`config.mk`:
```
export PLATFORM = sky130hd
export DESIGN_NAME = twin_bank_lut
export DESIGN_NICKNAME = d
export VERILOG_FILES = /design/src/rtl/twin_bank_pkg.sv /design/src/rtl/twin_bank_cells.sv /design/src/rtl/twin_bank_addr_sel.sv /design/src/rtl/twin_bank_out_mux.sv /design/src/rtl/twin_bank_lut.sv
export SDC_FILE = /design/constraint.sdc
export NUM_CORES = 1
export LEC_CHECK = 0
export ABC_AREA = 0
export BUFFER_PORTS_ARGS = -buffer_cell sky130_fd_sc_hd__buf_2
export CAP_MARGIN = 20
export CORE_MARGIN = 2
export CORE_UTILIZATION = 25
export DETAILED_ROUTE_END_ITERATION = 16
export SETUP_SLACK_MARGIN = 0.15
export SLEW_MARGIN = 10
export SYNTH_ARGS = -nofsm -noshare
export SYNTH_HDL_FRONTEND = slang
export SYNTH_SLANG_ARGS = --single-unit
```
`constraint.sdc`:
```
create_clock -name clk -period 4.4 [get_ports clk]
set_clock_uncertainty 0.05 [all_clocks]
set_input_delay 0.44 -clock clk [delete_from_list [all_inputs] [get_ports clk]]
set_output_delay 0.44 -clock clk [all_outputs]
set_load 0.02 [all_outputs]
```
`src/rtl/twin_bank_pkg.sv`:
```
package twin_bank_pkg;
   localparam int NUM_BANKS = 2;

   typedef enum logic [1:0] {
      SRC_PASS  = 2'd0,
      SRC_BANK0 = 2'd1,
      SRC_BANK1 = 2'd2
   } rd_src_e;

   function automatic rd_src_e pick_source(input logic [NUM_BANKS-1:0] en);
      if (en[0])      return SRC_BANK0;
      else if (en[1]) return SRC_BANK1;
      else            return SRC_PASS;
   endfunction
endpackage

```
`src/rtl/twin_bank_cells.sv`:
```
module twin_bank_cells #(
   parameter int ADDR_W    = 4,
   parameter bit CLR_ON_RST = 1'b1
) (
   input  logic              clk,
   input  logic              rst_n,
   input  logic              we,
   input  logic [ADDR_W-1:0] wa,
   input  logic              wd,
   input  logic [ADDR_W-1:0] ra,
   output logic              rbit
);
   localparam int DEPTH = 1 << ADDR_W;

   logic [DEPTH-1:0] cells;

   generate
      if (CLR_ON_RST) begin : g_clr
         always_ff @(posedge clk) begin
            if (!rst_n)  cells <= '0;
            else if (we) cells[wa] <= wd;
         end
      end else begin : g_noclr
         always_ff @(posedge clk) begin
            if (we) cells[wa] <= wd;
         end
      end
   endgenerate

   assign rbit = cells[ra];

   AST_WRITE_LANDS: assert property (@(posedge clk) disable iff (!rst_n)
      we |=> cells[$past(wa)] == $past(wd));
   AST_IDLE_HOLDS: assert property (@(posedge clk) disable iff (!rst_n)
      !we |=> $stable(cells));
   generate
      if (CLR_ON_RST) begin : g_clr_chk
         AST_RESET_CLEARS: assert property (@(posedge clk)
            !rst_n |=> cells == '0);
      end
   endgenerate
endmodule

```
`src/rtl/twin_bank_addr_sel.sv`:
```
module twin_bank_addr_sel #(
   parameter int ADDR_W = 4
) (
   input  logic              lut_mode,
   input  logic [ADDR_W-1:0] rd_addr,
   input  logic [ADDR_W-1:0] fn_in,
   output logic [ADDR_W-1:0] eff_addr
);
   always_comb begin
      if (lut_mode) eff_addr = fn_in;
      else          eff_addr = rd_addr;
   end
endmodule

```
`src/rtl/twin_bank_out_mux.sv`:
```
module twin_bank_out_mux
   import twin_bank_pkg::*;
(
   input  logic [NUM_BANKS-1:0] rd_en,
   input  logic [NUM_BANKS-1:0] bank_bits,
   input  logic                 pass_in,
   output logic                 data_out
);
   rd_src_e src;

   always_comb begin
      src = pick_source(rd_en);
      unique case (src)
         SRC_BANK0: data_out = bank_bits[0];
         SRC_BANK1: data_out = bank_bits[1];
         default:   data_out = pass_in;
      endcase
   end
endmodule

```
`src/rtl/twin_bank_lut.sv`:
```
module twin_bank_lut
   import twin_bank_pkg::*;
#(
   parameter int ADDR_W     = 4,
   parameter bit CLR_ON_RST = 1'b1
) (
   input  logic              clk,
   input  logic              rst_n,
   input  logic [ADDR_W-1:0] wr_addr,
   input  logic [1:0]        wr_en,
   input  logic              wr_data,
   input  logic [ADDR_W-1:0] rd_addr,
   input  logic [1:0]        rd_en,
   input  logic              pass_in,
   input  logic              lut_mode,
   input  logic [ADDR_W-1:0] fn_in,
   output logic              data_out,
   output logic              lut_lo,
   output logic              lut_hi
);
   generate
      if (ADDR_W < 1 || ADDR_W > 8) begin : g_bad_width
         $error("twin_bank_lut: ADDR_W must be within 1..8");
      end
   endgenerate

   logic [ADDR_W-1:0]    eff_addr;
   logic [NUM_BANKS-1:0] bank_bits;

   twin_bank_addr_sel #(.ADDR_W(ADDR_W)) u_addr (
      .lut_mode (lut_mode),
      .rd_addr  (rd_addr),
      .fn_in    (fn_in),
      .eff_addr (eff_addr)
   );

   generate
      for (genvar b = 0; b < NUM_BANKS; b++) begin : g_bank
         twin_bank_cells #(.ADDR_W(ADDR_W), .CLR_ON_RST(CLR_ON_RST)) u_cells (
            .clk   (clk),
            .rst_n (rst_n),
            .we    (wr_en[b]),
            .wa    (wr_addr),
            .wd    (wr_data),
            .ra    (eff_addr),
            .rbit  (bank_bits[b])
         );
      end
   endgenerate

   twin_bank_out_mux u_mux (
      .rd_en     (rd_en),
      .bank_bits (bank_bits),
      .pass_in   (pass_in),
      .data_out  (data_out)
   );

   assign lut_lo = bank_bits[0];
   assign lut_hi = bank_bits[1];

   AST_BANK0_WINS: assert property (@(posedge clk) disable iff (!rst_n)
      rd_en[0] |-> data_out == lut_lo);
   AST_BANK1_ONLY: assert property (@(posedge clk) disable iff (!rst_n)
      rd_en == 2'b10 |-> data_out == lut_hi);
   AST_BYPASS: assert property (@(posedge clk) disable iff (!rst_n)
      rd_en == 2'b00 |-> data_out == pass_in);
endmodule

```
==> summary.txt <==
Outcome
  • Outcome: finished clean

STA
  • Tcrit/Tclk final: 71.0%
  • Max transition margin: 53.9%
  • Final Max Slew Viols: 0
  • Final Hold Vio Count: 0
  • Tmin final: 3.12 ns
  • Highest Clock Rate: 320 MHz
  • Unrepaired setup endpoints after global routing: no
  • # setup viols final: 0
  • TNS Setup: 0 ns
  • Measured slew at the worst slew-check pin: 0.678 ns
  • Hold slack: 0.425 ns

Placement
  • Routability cong.: 0.800
  • Placed insts: 328
  • IO Port Bufs: 23
  • Hpwl dp: 3.20 mm

Die
  • Chip Width: 90.6 um
  • Starting Density: 25.8%
  • Core area: 7250 um2
  • Die H: 90.6 um
  • Die area: 8200 um2
  • Row count: 31
  • IO Pins: 24

Clocking
  • Root Buffer Master: clkbuf_8
  • PostCTS Resize Cnt: 0
  • Longest Clk Path Bufs: 2
  • CTS tree: yes
  • H-tree depth: 2
  • Post-CTS Setup Bufs: 0
  • Sink Count: 32
  • Clock slew at reported path FFs: 0.07 ns
  • Clock latency on the worst-skew pair: 0.29 ns
  • Hold_buf cts: 0
  • Num CTS Buffers: 5

Yosys
  • Syn Std Cell Area: 1870 um2
  • Top-area cell type share of the netlist area: 34.2%
  • Most frequent cells after synthesis: 32 x dfxtp_1, 28 x nand2_1, 21 x mux2i_1
  • Post-synth ARST share: 0%
  • Distinct cells, synth: 34
  • Yosys reg bits: 32
  • Cell taking the most area after synthesis: dfxtp_1
  • Mapped Cells: 220
  • Count leader, synth: dfxtp_1
  • Most used DFF post-synth: dfxtp_1
  • Top cells by area, synth: dfxtp_1 34%, mux2i_1 11%, a21boi_0 8.0%
  • Synthesized net count: 241
  • Number of flops mapped to enable cells by yosys: 0
  • Syn. warnings: 0
  • Sequential fraction of the synthesis area: 34.2%
  • Mean Syn Cell Area: 8.51 um2

Critical path
  • CP endpoint kind: primary output
  • FF-to-FF Start: g_bank[1].u_cells.cells[14]$_SDFFE_PN0P_
  • Reg2Reg Setup Slack: 3.67 ns
  • R2R Path End: g_bank[1].u_cells.cells[14]$_SDFFE_PN0P_
  • R2R depth: 2
  • Setup crit end: data_out
  • Worst Path Required: 3.91 ns
  • Worst Setup SP: lut_mode
  • Crit path DAT: 2.63 ns
  • CP Cell Sequence: buf_2, mux2i_2, mux4_1, o22ai_1, o31a_1, a41oi_2, buf_2
  • CP most frequent cell: buf_2
  • Slowest CP cell: mux2i_2
  • Delay of the slowest cell on the worst path: 0.65 ns
  • CP Launch Type: input pin
  • Crit Path Max Fanout: 13
  • Crit path kind: in -> out

Run
  • Number of max-cap violations: 0

Route
  • M1 wire length: 2.32 mm
  • DRC: 0
  • Met2 wire len: 1.77 mm
  • Final WL: 4.43 mm
  • Highest metal used: met4
  • Router iterations before antenna repair: 4
  • Per-cell routed wire length: 13.2 um
  • DR iter-0 viols: 185
  • Vias per cell: 4.83
  • DR vias: 1624
  • Post-route ant nets: 0
  • DR WL met3: 314 um

Cells and area
  • Layout fillers: 799
  • Top Registers: g_bank.u_cells.cells x32
  • Area growth syn-to-layout: 14.8%
  • N_diodes: 0
  • Register area: 641 um2
  • Largest Register: g_bank.u_cells.cells
  • Share of layout cells above drive strength 1: 14.8%
  • Final Non-Filler Cells: 336
  • Area of the multi-input gates: 1150 um2
  • Max FFs per register: 32
  • # nets final: 257

GRT
  • Initial antenna violation count: 0
  • Largest net degree at the start of global routing: 33
  • All-Layer GR Usage: 11.8%
  • Gr ovfl total: 0
  • Global-route wire length before repair: 7.76 mm
  • Vias in the first global route: 1499

Power and ir drop
  • Max IR drop VDD: 0.110 mV
  • Cell Pwr Density: 307 nW/um2
  • Pwr Total: 661 uW
  • Leak: 0.000790 uW

Worst hold path
  • Hold Crit Class: reg -> reg
==> layout make-up <==
| type | instances | area share, % |
|---|---|---|
| Multi-Input combinational cell | 170 | 53.4 |
| Sequential cell | 32 | 29.8 |
| Tap cell | 99 | 5.76 |
| Timing Repair Buffer | 23 | 5.35 |
| Clock buffer | 6 | 3.37 |
| Clock inverter | 2 | 1.63 |
| Inverter | 4 | 0.698 |
==> metrics by stage <==
stage	area (um2)	util [%]	setup slack, ns
floorplan	1870	-	2.01
global placement	2040	28.2	1.34
detailed placement	2040	28.2	1.28
CTS	2150	29.7	1.28
global route	2150	29.7	1.10
finish	2150	29.7	1.28
==> critical path: cells and delay by family <==
kind / cells / cell delay, ns
muxes: 2 / 1.28
buffers and inverters: 2 / 0.44
AOI/OAI and AO/OA: 3 / 0.48
==> routing by layer <==
metal | track usage (%) | vias up
met2 | 16.2 | 51
li1 | - | 819
met5 | 0 | -
met4 | 3.08 | 0
met1 | 17.7 | 752
met3 | 3.59 | 2
==> cell usage in the layout (no fill, tap or decap), types with 2 or more instances in the layout <==
cell type,count
nand3_1,7
o22ai_1,4
mux4_1,4
dfxtp_1,32
a21oi_1,2
nor3_1,7
o21ai_0,18
a21boi_0,20
mux2i_1,21
inv_1,4
nand2_1,28
nand2b_1,3
nand3b_1,2
nand4_1,4
buf_2,23
clkbuf_8,5
nor2b_1,15
nor3b_1,2
nor2_1,19
a32oi_1,2
==> worst min path at each step <==
stage                                                   from                                  endpoint  slack [ns]  cells past startpoint
floorplan            g_bank[1].u_cells.cells[0]$_SDFFE_PN0P_   g_bank[1].u_cells.cells[0]$_SDFFE_PN0P_        0.39                      2
global placement    g_bank[0].u_cells.cells[11]$_SDFFE_PN0P_  g_bank[0].u_cells.cells[11]$_SDFFE_PN0P_        0.41                      2
detailed placement   g_bank[0].u_cells.cells[0]$_SDFFE_PN0P_   g_bank[0].u_cells.cells[0]$_SDFFE_PN0P_        0.42                      2
CTS                                                 wr_en[0]   g_bank[0].u_cells.cells[9]$_SDFFE_PN0P_        0.43                      3
global route                                        wr_en[1]   g_bank[1].u_cells.cells[9]$_SDFFE_PN0P_        0.44                      3
finish               g_bank[0].u_cells.cells[0]$_SDFFE_PN0P_   g_bank[0].u_cells.cells[0]$_SDFFE_PN0P_        0.42                      2
==> where the power goes <==
part	switching, uW	total (uW)	internal, uW	leakage, uW
Clock	108	276	168	0.0000552
Sequential	2.14	295	293	0.000258
Combinational	55.0	89.2	34.2	0.000477
Total	166	661	495	0.000790
==> cell families (layout without fill, tap and decap cells) <==
group / after synthesis / in the layout / synth area share [%]
compound gates: 53 / 53 / 19.1
mux: 28 / 28 / 19.4
flops: 32 / 32 / 34.2
buf+inv: 18 / 35 / 4.48
simple gates: 89 / 89 / 22.8
Power figures use the tool's default switching activity.
